**config.mk**
```make
export PLATFORM = sky130hd
export DESIGN_NAME = prio_irq_ctrl
export DESIGN_NICKNAME = d
export VERILOG_FILES = /design/src/rtl/prio_irq_pkg.sv /design/src/rtl/irq_regs.sv /design/src/rtl/irq_pick.sv /design/src/rtl/irq_out_reg.sv /design/src/rtl/prio_irq_ctrl.sv
export SDC_FILE = /design/constraint.sdc
export NUM_CORES = 2
export LEC_CHECK = 0
export BUFFER_PORTS_ARGS = -buffer_cell sky130_fd_sc_hd__buf_2
export CAP_MARGIN = 20
export CORE_ASPECT_RATIO = 0.6
export CORE_MARGIN = 2
export CORE_UTILIZATION = 60
export CTS_CLUSTER_SIZE = 24
export DETAILED_ROUTE_END_ITERATION = 7
export PLACE_DENSITY_LB_ADDON = 0.08
export SLEW_MARGIN = 20
export SYNTH_ARGS = -nofsm -noshare
export SYNTH_HDL_FRONTEND = slang
export SYNTH_SLANG_ARGS = --single-unit
```
**constraint.sdc**
```tcl
create_clock -name clk_i -period 293.8 [get_ports clk_i]
set_input_delay 44.07 -clock clk_i [delete_from_list [all_inputs] [get_ports clk_i]]
set_output_delay 44.07 -clock clk_i [all_outputs]
set_load 0.02 [all_outputs]
```
**src/rtl/prio_irq_pkg.sv**
```systemverilog
package prio_irq_pkg;
  localparam int unsigned SRC_N    = 64;
  localparam int unsigned CTRL_W   = 8;
  localparam int unsigned VEC_W    = 8;
  localparam int unsigned VEC_BASE = 64;
  localparam int unsigned SPUR_VEC = 24;
  localparam int unsigned ADDR_W   = 8;
  localparam int unsigned DATA_W   = 32;

  localparam logic [7:0] OFS_PEND_HI = 8'h00;
  localparam logic [7:0] OFS_PEND_LO = 8'h04;
  localparam logic [7:0] OFS_MASK_HI = 8'h08;
  localparam logic [7:0] OFS_MASK_LO = 8'h0C;
  localparam logic [7:0] OFS_FRC_HI  = 8'h10;
  localparam logic [7:0] OFS_FRC_LO  = 8'h14;
  localparam logic [7:0] OFS_MSET    = 8'h1C;
  localparam logic [7:0] OFS_MCLR    = 8'h1D;
  localparam logic [7:0] OFS_SWACK   = 8'hE0;
endpackage

```
**src/rtl/irq_regs.sv**
```systemverilog
module irq_regs
  import prio_irq_pkg::*;
#(
  parameter int unsigned N    = SRC_N,
  parameter int unsigned CW   = CTRL_W,
  parameter int unsigned AW   = ADDR_W,
  parameter int unsigned DW   = DATA_W,
  parameter int unsigned VW   = VEC_W
) (
  input  logic                 clk_i,
  input  logic                 rst_ni,
  input  logic [N-1:0]         irq_i,
  input  logic                 req_i,
  input  logic                 we_i,
  input  logic [AW-1:0]        addr_i,
  input  logic [DW-1:0]        wdata_i,
  input  logic [VW-1:0]        vector_i,
  output logic [DW-1:0]        rdata_o,
  output logic [N-1:0]         pend_o,
  output logic [N-1:0]         mask_o,
  output logic [N-1:0]         en_o,
  output logic [N-1:0][CW-1:0] ctrl_o
);
  localparam int unsigned IW = $clog2(N);

  logic [N-1:0]         pend_q, mask_q, en_q;
  logic [N-1:0][CW-1:0] ctrl_q;
  logic                 wr, ctrl_hit, mask_hit;
  logic [IW-1:0]        sel_idx, cmd_idx;

  assign wr       = req_i & we_i;
  assign ctrl_hit = (addr_i >= AW'(8'h40)) && (addr_i < AW'(8'h40 + N));
  assign sel_idx  = IW'(addr_i - AW'(8'h40));
  assign cmd_idx  = wdata_i[IW-1:0];
  assign mask_hit = (addr_i == OFS_MASK_HI) || (addr_i == OFS_MASK_LO) ||
                    (addr_i == OFS_MSET)    || (addr_i == OFS_MCLR);

  always_ff @(posedge clk_i or negedge rst_ni)
    if (!rst_ni) pend_q <= '0;
    else         pend_q <= irq_i;

  always_ff @(posedge clk_i or negedge rst_ni) begin
    if (!rst_ni) begin
      mask_q <= '1;
    end else if (wr) begin
      case (addr_i)
        OFS_MASK_HI: mask_q[N-1:N/2] <= wdata_i[N/2-1:0];
        OFS_MASK_LO: mask_q[N/2-1:0] <= wdata_i[N/2-1:0];
        OFS_MSET: begin
          if (wdata_i[IW]) mask_q <= '1;
          else             mask_q[cmd_idx] <= 1'b1;
        end
        OFS_MCLR: begin
          if (wdata_i[IW]) mask_q <= '0;
          else             mask_q[cmd_idx] <= 1'b0;
        end
        default: ;
      endcase
    end
  end

  for (genvar i = 0; i < N; i++) begin : g_src
    always_ff @(posedge clk_i or negedge rst_ni) begin
      if (!rst_ni) begin
        ctrl_q[i] <= '0;
        en_q[i]   <= 1'b0;
      end else if (wr && ctrl_hit && sel_idx == IW'(i)) begin
        ctrl_q[i] <= wdata_i[CW-1:0];
        en_q[i]   <= |wdata_i[CW-1:0];
      end
    end
  end

  // force halves and level-acknowledge offsets read as zero
  always_comb begin
    rdata_o = '0;
    if (ctrl_hit) rdata_o = DW'(ctrl_q[sel_idx]);
    else begin
      case (addr_i)
        OFS_PEND_HI: rdata_o = DW'(pend_q[N-1:N/2]);
        OFS_PEND_LO: rdata_o = DW'(pend_q[N/2-1:0]);
        OFS_MASK_HI: rdata_o = DW'(mask_q[N-1:N/2]);
        OFS_MASK_LO: rdata_o = DW'(mask_q[N/2-1:0]);
        OFS_SWACK:   rdata_o = DW'(vector_i);
        default:     rdata_o = '0;
      endcase
    end
  end

  assign pend_o = pend_q;
  assign mask_o = mask_q;
  assign en_o   = en_q;
  assign ctrl_o = ctrl_q;

  assert_pend_follow_R1: assert property (@(posedge clk_i) disable iff (!rst_ni)
    1'b1 |=> pend_q == $past(irq_i));
  assert_ctrl_enable_R3: assert property (@(posedge clk_i) disable iff (!rst_ni)
    (wr && ctrl_hit) |=> en_q[$past(sel_idx)] == ($past(wdata_i[CW-1:0]) != '0));
  assert_mset_all_R7: assert property (@(posedge clk_i) disable iff (!rst_ni)
    (wr && addr_i == OFS_MSET && wdata_i[IW]) |=> &mask_q);
  assert_mclr_all_R8: assert property (@(posedge clk_i) disable iff (!rst_ni)
    (wr && addr_i == OFS_MCLR && wdata_i[IW]) |=> mask_q == '0);
  assert_unmapped_wr_R12: assert property (@(posedge clk_i) disable iff (!rst_ni)
    (wr && !ctrl_hit && !mask_hit) |=> $stable(mask_q) && $stable(ctrl_q) && $stable(en_q));
endmodule

```
**src/rtl/irq_pick.sv**
```systemverilog
module irq_pick
  import prio_irq_pkg::*;
#(
  parameter int unsigned N  = SRC_N,
  parameter int unsigned CW = CTRL_W,
  localparam int unsigned IW = $clog2(N)
) (
  input  logic [N-1:0]         cand_i,
  input  logic [N-1:0][CW-1:0] ctrl_i,
  output logic                 any_o,
  output logic [IW-1:0]        idx_o,
  output logic [CW-1:0]        level_o
);
  // ascending scan with >= lets a higher index take an equal byte
  always_comb begin
    any_o   = 1'b0;
    idx_o   = '0;
    level_o = '0;
    for (int i = 0; i < N; i++) begin
      if (cand_i[i] && ctrl_i[i] >= level_o) begin
        any_o   = 1'b1;
        idx_o   = IW'(i);
        level_o = ctrl_i[i];
      end
    end
  end
endmodule

```
**src/rtl/irq_out_reg.sv**
```systemverilog
module irq_out_reg
  import prio_irq_pkg::*;
#(
  parameter int unsigned N   = SRC_N,
  parameter int unsigned CW  = CTRL_W,
  parameter int unsigned VW  = VEC_W,
  parameter int unsigned VB  = VEC_BASE,
  parameter int unsigned SV  = SPUR_VEC,
  localparam int unsigned IW = $clog2(N)
) (
  input  logic          clk_i,
  input  logic          rst_ni,
  input  logic          any_i,
  input  logic [IW-1:0] idx_i,
  input  logic [CW-1:0] level_i,
  output logic [CW-1:0] level_o,
  output logic [VW-1:0] vector_o
);
  always_ff @(posedge clk_i or negedge rst_ni) begin
    if (!rst_ni) begin
      level_o  <= '0;
      vector_o <= VW'(SV);
    end else if (any_i) begin
      level_o  <= level_i;
      vector_o <= VW'(VB) + VW'(idx_i);
    end else begin
      level_o  <= '0;
      vector_o <= VW'(SV);
    end
  end
endmodule

```
**src/rtl/prio_irq_ctrl.sv**
```systemverilog
module prio_irq_ctrl
  import prio_irq_pkg::*;
(
  input  logic        clk_i,
  input  logic        rst_ni,
  input  logic [63:0] irq_i,
  input  logic        bus_req_i,
  input  logic        bus_we_i,
  input  logic [7:0]  bus_addr_i,
  input  logic [31:0] bus_wdata_i,
  output logic [31:0] bus_rdata_o,
  output logic [7:0]  irq_level_o,
  output logic [7:0]  irq_vector_o
);
  localparam int unsigned IW = $clog2(SRC_N);

  logic [SRC_N-1:0]             pend, mask, en, cand;
  logic [SRC_N-1:0][CTRL_W-1:0] ctrl;
  logic                         any;
  logic [IW-1:0]                win_idx;
  logic [CTRL_W-1:0]            win_lvl;

  irq_regs u_regs (
    .clk_i    (clk_i),
    .rst_ni   (rst_ni),
    .irq_i    (irq_i),
    .req_i    (bus_req_i),
    .we_i     (bus_we_i),
    .addr_i   (bus_addr_i),
    .wdata_i  (bus_wdata_i),
    .vector_i (irq_vector_o),
    .rdata_o  (bus_rdata_o),
    .pend_o   (pend),
    .mask_o   (mask),
    .en_o     (en),
    .ctrl_o   (ctrl)
  );

  // force register is read-only and never set, so it contributes nothing
  assign cand = pend & en & ~mask;

  irq_pick u_pick (
    .cand_i  (cand),
    .ctrl_i  (ctrl),
    .any_o   (any),
    .idx_o   (win_idx),
    .level_o (win_lvl)
  );

  irq_out_reg u_out (
    .clk_i    (clk_i),
    .rst_ni   (rst_ni),
    .any_i    (any),
    .idx_i    (win_idx),
    .level_i  (win_lvl),
    .level_o  (irq_level_o),
    .vector_o (irq_vector_o)
  );

  assert_win_is_cand_R2: assert property (@(posedge clk_i) disable iff (!rst_ni)
    any |-> cand[win_idx] && pend[win_idx] && !mask[win_idx] && en[win_idx]);
  assert_win_level_R4: assert property (@(posedge clk_i) disable iff (!rst_ni)
    any |-> win_lvl == ctrl[win_idx] && win_lvl != '0);
  assert_vec_map_R5: assert property (@(posedge clk_i) disable iff (!rst_ni)
    any |=> irq_vector_o == 8'($past(win_idx)) + 8'(VEC_BASE) && irq_level_o == $past(win_lvl));
  assert_idle_R5: assert property (@(posedge clk_i) disable iff (!rst_ni)
    !any |=> irq_level_o == '0 && irq_vector_o == 8'(SPUR_VEC));
endmodule

```
After elaboration in Yosys (flattened, before gate mapping)
Index checks and enable logic that the tools add are counted.
{"block": "word_totals", "mem_count": 0, "ramBits": 0, "latch_bits": 0, "in_bits": 108, "mem_bits_ro": 0, "ff_bits": 720}
{"block": "classes", "shifts": 0, "n_mul": 0, "magnitude_cmp": 69, "eq_ne": 69, "bitwise_logic": 7, "reduce_logical": 138, "muxes": 203, "div_mod_pow": 0, "n_addsub": 2}
{"cell": "two-way mux 8 bit", "count": 67}
{"cell": ">= comparator 8 bit", "count": 63}
{"cell": "AND 64 bit", "count": 3}
{"cell": "== test 6 bit (second input constant)", "count": 32}
{"cell": "two-way mux 6 bit", "count": 32}
{"cell": "case mux 32 bit (3 select lines)", "count": 2}
{"cell": "case mux 32 bit (5 select lines)", "count": 1}
{"cell": "logical AND 1 bit", "count": 131}
{"cell": "two-way mux 64 bit", "count": 2}
{"cell": "NOT 64 bit", "count": 2}
{"cell": "== test 6 x 5 -> 1 bit (second input constant)", "count": 16}
{"cell": "two-way mux 5 bit", "count": 16}
{"cell": "two-way mux 1 bit", "count": 66}
{"cell": "bitwise OR 64 bit", "count": 1}
{"cell": "binary-select mux 8 bit (select 6 bit)", "count": 1}
{"cell": "== test 6 x 4 -> 1 bit (second input constant)", "count": 8}
{"cell": "two-way mux 32 bit", "count": 1}
{"cell": "two-way mux 4 bit", "count": 8}
{"cell": "== test 6 x 3 -> 1 bit (second input constant)", "count": 4}
{"cell": "== test 8 x 4 -> 1 bit (second input constant)", "count": 2}
{"cell": "== test 8 x 5 -> 1 bit (second input constant)", "count": 2}
{"cell": "less-than comparator 6 x 7 -> 1 bit (second input constant)", "count": 2}
{"cell": "== test 6 x 2 -> 1 bit (second input constant)", "count": 2}
{"cell": "two-way mux 3 bit", "count": 4}
{"cell": "other kinds (17)", "count": 20}

Logic depth before layout (Yosys ltp)
{"block": "depth", "depth_word": 195, "mapped_depth": 694, "mapped_depth_nobuf": 628}

By module
Synthesis repeated with hierarchy kept, for this count alone.
{"block": "unflattened", "hier_cells": 5948, "area_unflattened_um2": 57526.4}
{"mod": "irq_regs", "cells_each": 2462, "area_each_um2": 33106.8, "instances": 1}
{"mod": "irq_pick", "cells_each": 3390, "area_each_um2": 23361.2, "instances": 1}
{"mod": "prio_irq_ctrl", "cells_each": 64, "area_each_um2": 560.5, "instances": 1}
{"mod": "irq_out_reg", "cells_each": 32, "area_each_um2": 498.0, "instances": 1}

Worst setup path after synthesis
Ideal clock, no wire load.
{"block": "synth_timing", "kind": "reg2reg", "start": "register u_regs.mask_q[0] (netlist: u_regs.mask_o[0])", "end": "register u_out.vector_o[5]", "path_slack_ps": 175746, "path_buffers": 70, "synth_period_minus_slack_ps": 118054, "path_stages_with_launch": 621, "arrival_ps": 117915, "t_required_ps": 293661, "setup_time_ps": 139, "cell_sequence": "dfstp_2 -> nor2_1 -> and2_1 -> ha_1 -> nand2b_4 -> a2111oi_4 -> o31ai_4 -> and2_1 -> clkbuf_1 -> o21ai_1 -> inv_1 -> ha_1 -> and4_1 -> a221oi_2 -> o21a_1 -> o32a_1 -> buf_2 -> mux2_2 -> (+585 left out) -> inv_1 -> o21ai_1 -> ha_1 -> nand2b_1 -> a21oi_1 -> nor2b_1 -> o21ai_0 -> nand2b_1 -> a21oi_1 -> nor2b_1 -> o21ai_0 -> nand2b_1 -> a21oi_1 -> nor3_1 -> inv_2 -> nand3_1 -> nor4_1 -> nand2_1"}
{"block": "synth_via", "elab_chain_len": 195, "word_cells_on_any_way": 321}
{"element": "start: declaration", "line_no": "irq_regs.sv:26", "source": "logic [N-1:0] pend_q, mask_q, en_q;"}
{"element": "start signal: indexed assignment", "line_no": "irq_regs.sv:47", "source": "OFS_MASK_HI: mask_q[N-1:N/2] <= wdata_i[N/2-1:0];"}
{"element": "start signal: indexed assignment", "line_no": "irq_regs.sv:48", "source": "OFS_MASK_LO: mask_q[N/2-1:0] <= wdata_i[N/2-1:0];"}
{"element": "NOT 64 bit (*)", "line_no": "prio_irq_ctrl.sv:40", "source": "assign cand = pend & en & ~mask;"}
{"element": "AND 64 bit (*)", "line_no": "prio_irq_ctrl.sv:40"}
{"element": "logical AND 1 bit (*)", "line_no": "irq_pick.sv:20", "source": "if (cand_i[i] && ctrl_i[i] >= level_o) begin"}
{"element": "two-way mux 8 bit", "line_no": "irq_pick.sv:20"}
{"element": ">= comparator 8 bit", "line_no": "irq_pick.sv:20"}
{"element": "logical AND 1 bit", "line_no": "irq_pick.sv:20"}
{"element": "two-way mux 8 bit", "line_no": "irq_pick.sv:20"}
{"element": ">= comparator 8 bit", "line_no": "irq_pick.sv:20"}
{"element": "(+179 left out)"}
{"element": ">= comparator 8 bit", "line_no": "irq_pick.sv:20"}
{"element": "logical AND 1 bit", "line_no": "irq_pick.sv:20"}
{"element": "two-way mux 8 bit", "line_no": "irq_pick.sv:20"}
{"element": ">= comparator 8 bit", "line_no": "irq_pick.sv:20"}
{"element": "logical AND 1 bit", "line_no": "irq_pick.sv:20"}
{"element": "two-way mux 6 bit", "line_no": "irq_pick.sv:20"}
{"element": "adder 7 x 6 -> 8 bit", "line_no": "irq_out_reg.sv:25", "source": "vector_o <= VW'(VB) + VW'(idx_i);"}
{"element": "two-way mux 8 bit (*)", "line_no": "irq_out_reg.sv:23", "source": "end else if (any_i) begin"}
{"element": "end signal: assignment", "line_no": "irq_out_reg.sv:22", "source": "vector_o <= VW'(SV);"}
{"element": "end signal: assignment", "line_no": "irq_out_reg.sv:25"}
{"element": "end signal: assignment", "line_no": "irq_out_reg.sv:28", "source": "vector_o <= VW'(SV);"}
{"element": "end: declaration", "line_no": "irq_out_reg.sv:17", "source": "output logic [VW-1:0] vector_o"}
Mark *: on every way between the ends. The rest lies on a longest branch, timed or not.
A chain may end at the register's enable or synchronous reset.

Worst setup path after layout
{"block": "layout_timing", "start": "register u_regs.pend_q[0] (netlist: u_regs.pend_o[0])", "end": "register u_out.vector_o[5]"}
{"block": "layout_via", "elab_chain_len": 195, "word_cells_on_any_way": 321}
{"element": "start: declaration", "line_no": "irq_regs.sv:26"}
{"element": "start signal: assignment", "line_no": "irq_regs.sv:40", "source": "else pend_q <= irq_i;"}
{"element": "AND 64 bit (*) (2 in series)", "line_no": "prio_irq_ctrl.sv:40"}
{"element": "logical AND 1 bit (*)", "line_no": "irq_pick.sv:20"}
{"element": "two-way mux 8 bit", "line_no": "irq_pick.sv:20"}
{"element": ">= comparator 8 bit", "line_no": "irq_pick.sv:20"}
{"element": "logical AND 1 bit", "line_no": "irq_pick.sv:20"}
{"element": "two-way mux 8 bit", "line_no": "irq_pick.sv:20"}
{"element": ">= comparator 8 bit", "line_no": "irq_pick.sv:20"}
{"element": "logical AND 1 bit", "line_no": "irq_pick.sv:20"}
{"element": "(+178 left out)"}
{"element": ">= comparator 8 bit", "line_no": "irq_pick.sv:20"}
{"element": "logical AND 1 bit", "line_no": "irq_pick.sv:20"}
{"element": "two-way mux 8 bit", "line_no": "irq_pick.sv:20"}
{"element": ">= comparator 8 bit", "line_no": "irq_pick.sv:20"}
{"element": "logical AND 1 bit", "line_no": "irq_pick.sv:20"}
{"element": "two-way mux 6 bit", "line_no": "irq_pick.sv:20"}
{"element": "adder 7 x 6 -> 8 bit", "line_no": "irq_out_reg.sv:25"}
{"element": "two-way mux 8 bit (*)", "line_no": "irq_out_reg.sv:23"}
Marks and branches as above.

==> impl_metrics.csv <==
group,metric,value,unit
critical_path,cp_data_arrival_time,143.29,ns
critical_path,cp_slowest_cell,"o21ai_2",
min_path,min_to,"u_regs.en_o[26]$_DFFE_PN0P_",
sta,finalSetupViolations,0,
min_path,hold_class,"reg -> reg",
synthesis,avgSynthCellArea,9.394,sq um
drt,wirelength,228000,um
clock_tree,cts-resized-gates,0,
clock_tree,clk_pin_slew,0.07,ns
die,fp.coreArea,0.09019,sq mm
synthesis,synth_fp_nets,6402,
grt,grt_max_degree,141,
clock_tree,root_buffer,"clkbuf_16",
synthesis,yosysSeqAreaShare,32.89,%
synthesis,ys.flop_type,"dfrtp_1",
sta,post-route-period-util,48.59,%
power_and_ir_drop,p_leak,27.69,nW
clock_tree,clk_latency,0.70,ns
critical_path,r2r_end,"u_out.vector_o[5]$_DFF_PN0_",
power_and_ir_drop,powerDensity,5.112,mW/mm^2
drt,drt_first_iter_violations,8570,
drt,wl_per_cell,31.95,um
clock_tree,htreeDepth,3,
clock_tree,numCtsBuffers,74,
sta,final.min_clock_period,142.75,ns
sta,hold_ws,0.4839,ns
synthesis,synth_edf_count,0,
place,numPortBuffers,154,
clock_tree,post_cts_buffers,0,
die,die_h,238.4,um
critical_path,r2r_setup_slack,151.05,ns
sta,skew,0.03481,ns
die,initial_core_util,60.94,%
critical_path,crit_type,"reg -> reg",
critical_path,path_common_cell,"ha_1",
place,gp_congestion,1.118,
sta,max_clock_freq,7.005,MHz
synthesis,netlist_top_cells_count,"653 x dfrtp_1, 576 x nand2_1, 493 x mux2_2",
synthesis,synthCells,5850,
sta,worst_pin_slew,1.222,ns
sta,hold_viol,0,
grt,track_usage,47.66,%
synthesis,synth_cell_types,106,
cells_and_area,syn2layout_area_growth,8.176,%
synthesis,ys_warn_count,0,
sta,slew_headroom,17.92,%
grt,overflow,0,
clock_tree,cts_tree,"yes",
critical_path,path_buf_inv,32,
clock_tree,ctsHoldBuffers,0,
synthesis,ys_ff_latch,719,
synthesis,yosysTopAreaCell,"dfrtp_1",
critical_path,reg2reg_depth,576,
grt,grt_pass1_vias,47520,
min_path,min_path_cells,2,
critical_path,cp.required,294.34,ns
critical_path,r2r-start,"u_regs.pend_o[0]$_DFF_PN0_",
place,hpwl,175900,um
critical_path,cp_slowest_stage_delay,0.87,ns
die,dieArea,0.09411,sq mm
die,row_count,85,
clock_tree,cts_buffer_depth,3,
cells_and_area,n_fill_cell,7325,
drt,drc,7,
min_path,worstHoldStart,"u_regs.en_o[26]$_DFFE_PN0P_",
synthesis,syn_area,0.05496,sq mm
sta,setup-tns-final,0,ns
outcome,status,"finished, violations left",
die,die_x,394.7,um
synthesis,async_flop_share,100.0,%
grt,grt_pass1_wl,329200,um
cells_and_area,drive_gt1_share,20.38,%
synthesis,synth_area_leaders,"dfrtp_1 30%, ha_1 10%, mux2_2 10%, mux4_2 6.9%, nand2_1 3.9%",
sta,slew_viol_final,0,
grt,antenna_found_initial,16,
clock_tree,cts_sinks,719,
synthesis,synth_most_common_cell,"dfrtp_1",
drt,num_vias,51790,
sta,rsz0062_at_grt,"false",
drt,ant_nets,0,
job,max_cap_viol_count,0,
drt,firstDrtPassIters,8,
outcome,violations,"DRC",
critical_path,start_kind,"flop",
critical_path,crit_family,"compound AO/OA/AOI/OAI gates",
power_and_ir_drop,ir_drop,0.006663,mV
die,ioPinCount,156,
critical_path,cp-end-kind,"flop",
critical_path,critical_path.max_fanout,29,
drt,viasPerCell,7.255,
cells_and_area,finalNetCount,6400,
synthesis,synth_top_area_share,29.73,%
kinds of logic (layout without fill, tap and decap cells):
| group | count (synthesis) | in the layout | share of synthesized area [%] |
|---|---|---|---|
| buffers and inverters | 529 | 582 | 3.654 |
| AND/OR/NAND/NOR | 1739 | 1739 | 14.89 |
| adder cells (fa/ha/maj) | 453 | 453 | 10.27 |
| other | 1 | 18 | 0.006824 |
| flip-flops | 719 | 719 | 32.89 |
| multiplexers | 725 | 725 | 18.15 |
| AO/OA/AOI/OAI | 1684 | 1684 | 20.13 |
power by group:
part	leakage [nW]	switching, W	internal [W]	total [W]
registers	9.35	0.00000653	0.000104	0.000110
logic	17.1	0.0000565	0.0000338	0.0000903
clock network	1.24	0.0000446	0.0000588	0.000103
per-layer routing:
layer / wire [um] / part of all wire, % / GRT usage, % / vias up
met2: 80450 / 35 / 56.68 / 4203
met3: 43010 / 19 / 25.90 / 556
met5: 257 / 0.11 / 1.480 / -
met4: 9305 / 4.1 / 16.22 / 16
li1: - / - / - / 21760
met1: 95020 / 42 / 70.55 / 25250
cell usage in the layout, fill, tap and decap left out, types with 79 or more instances in the layout:
cell	count
mux4_2	168
nand2b_1	101
buf_2	144
a21oi_1	415
mux2_2	493
o21ai_0	371
nand2_1	576
nor3_1	82
and2_1	85
ha_1	444
o31ai_1	79
nand3_1	103
dfrtp_1	653
nor2_1	484
inv_1	219
a21o_1	157
registers in the layout, indices dropped and copies added (netlist names):
name and count:
u_regs.ctrl_o 512, u_regs.mask_o 64, u_regs.pend_o 64, u_out.vector_o 7
u_regs.en_o 64, u_out.level_o 8
worst max path at each step:
| stage | from | endpoint | cells after the start |
|---|---|---|---|
| final | u_regs.pend_o[0]$_DFF_PN0_ | u_out.vector_o[5]$_DFF_PN0_ | 576 |
| after global routing | u_regs.pend_o[0]$_DFF_PN0_ | u_out.vector_o[5]$_DFF_PN0_ | 585 |
| after CTS | u_regs.pend_o[0]$_DFF_PN0_ | u_out.vector_o[5]$_DFF_PN0_ | 567 |
| after detailed placement | u_regs.pend_o[0]$_DFF_PN0_ | u_out.vector_o[5]$_DFF_PN0_ | 566 |
| after global placement | u_regs.pend_o[0]$_DFF_PN0_ | u_out.vector_o[5]$_DFF_PN0_ | 574 |
| after floorplan | u_regs.mask_o[0]$_DFFE_PN1P_ | u_out.vector_o[5]$_DFF_PN0_ | 620 |
worst register-to-register path, delay by kind of cell, from the launching register on:
kind / cells / cell delay [ns]
buffers and inverters: 32 / 5.56
muxes: 13 / 4.79
DFF: 1 / 0.42
AOI/OAI and AO/OA: 251 / 62.46
adders and majority gates: 67 / 19.52
and+or+nand+nor: 213 / 49.86
layout make-up:
| type | instances | area [sq um] | share of cell area (%) |
|---|---|---|---|
| repair buffers | 223 | 1351 | 2.273 |
| well taps | 1218 | 1524 | 2.563 |
| clock buffers | 92 | 2009 | 3.380 |
| inverters | 228 | 855.8 | 1.440 |
| multi-input cells | 4602 | 35040 | 58.94 |
| flip-flops and latches | 719 | 18070 | 30.40 |
| clock inverters | 39 | 549.3 | 0.9239 |
| diodes | 17 | 42.54 | 0.07156 |
stage by stage:
stage	area [sq um]	worst slack, ns	power, W	util (%)	instances
finish	59450	151.05	0.0003039	65.92	7138
global route	59420	141.89	0.0003150	65.89	7127
CTS	59380	155.76	0.0002988	65.84	7120
detailed placement	56820	156.36	0.0001964	63.00	6989
global placement	56810	158.70	0.0001952	62.99	6989
floorplan	54960	175.75	0.0001651	-	5850
(Power assumes the default switching activity.)
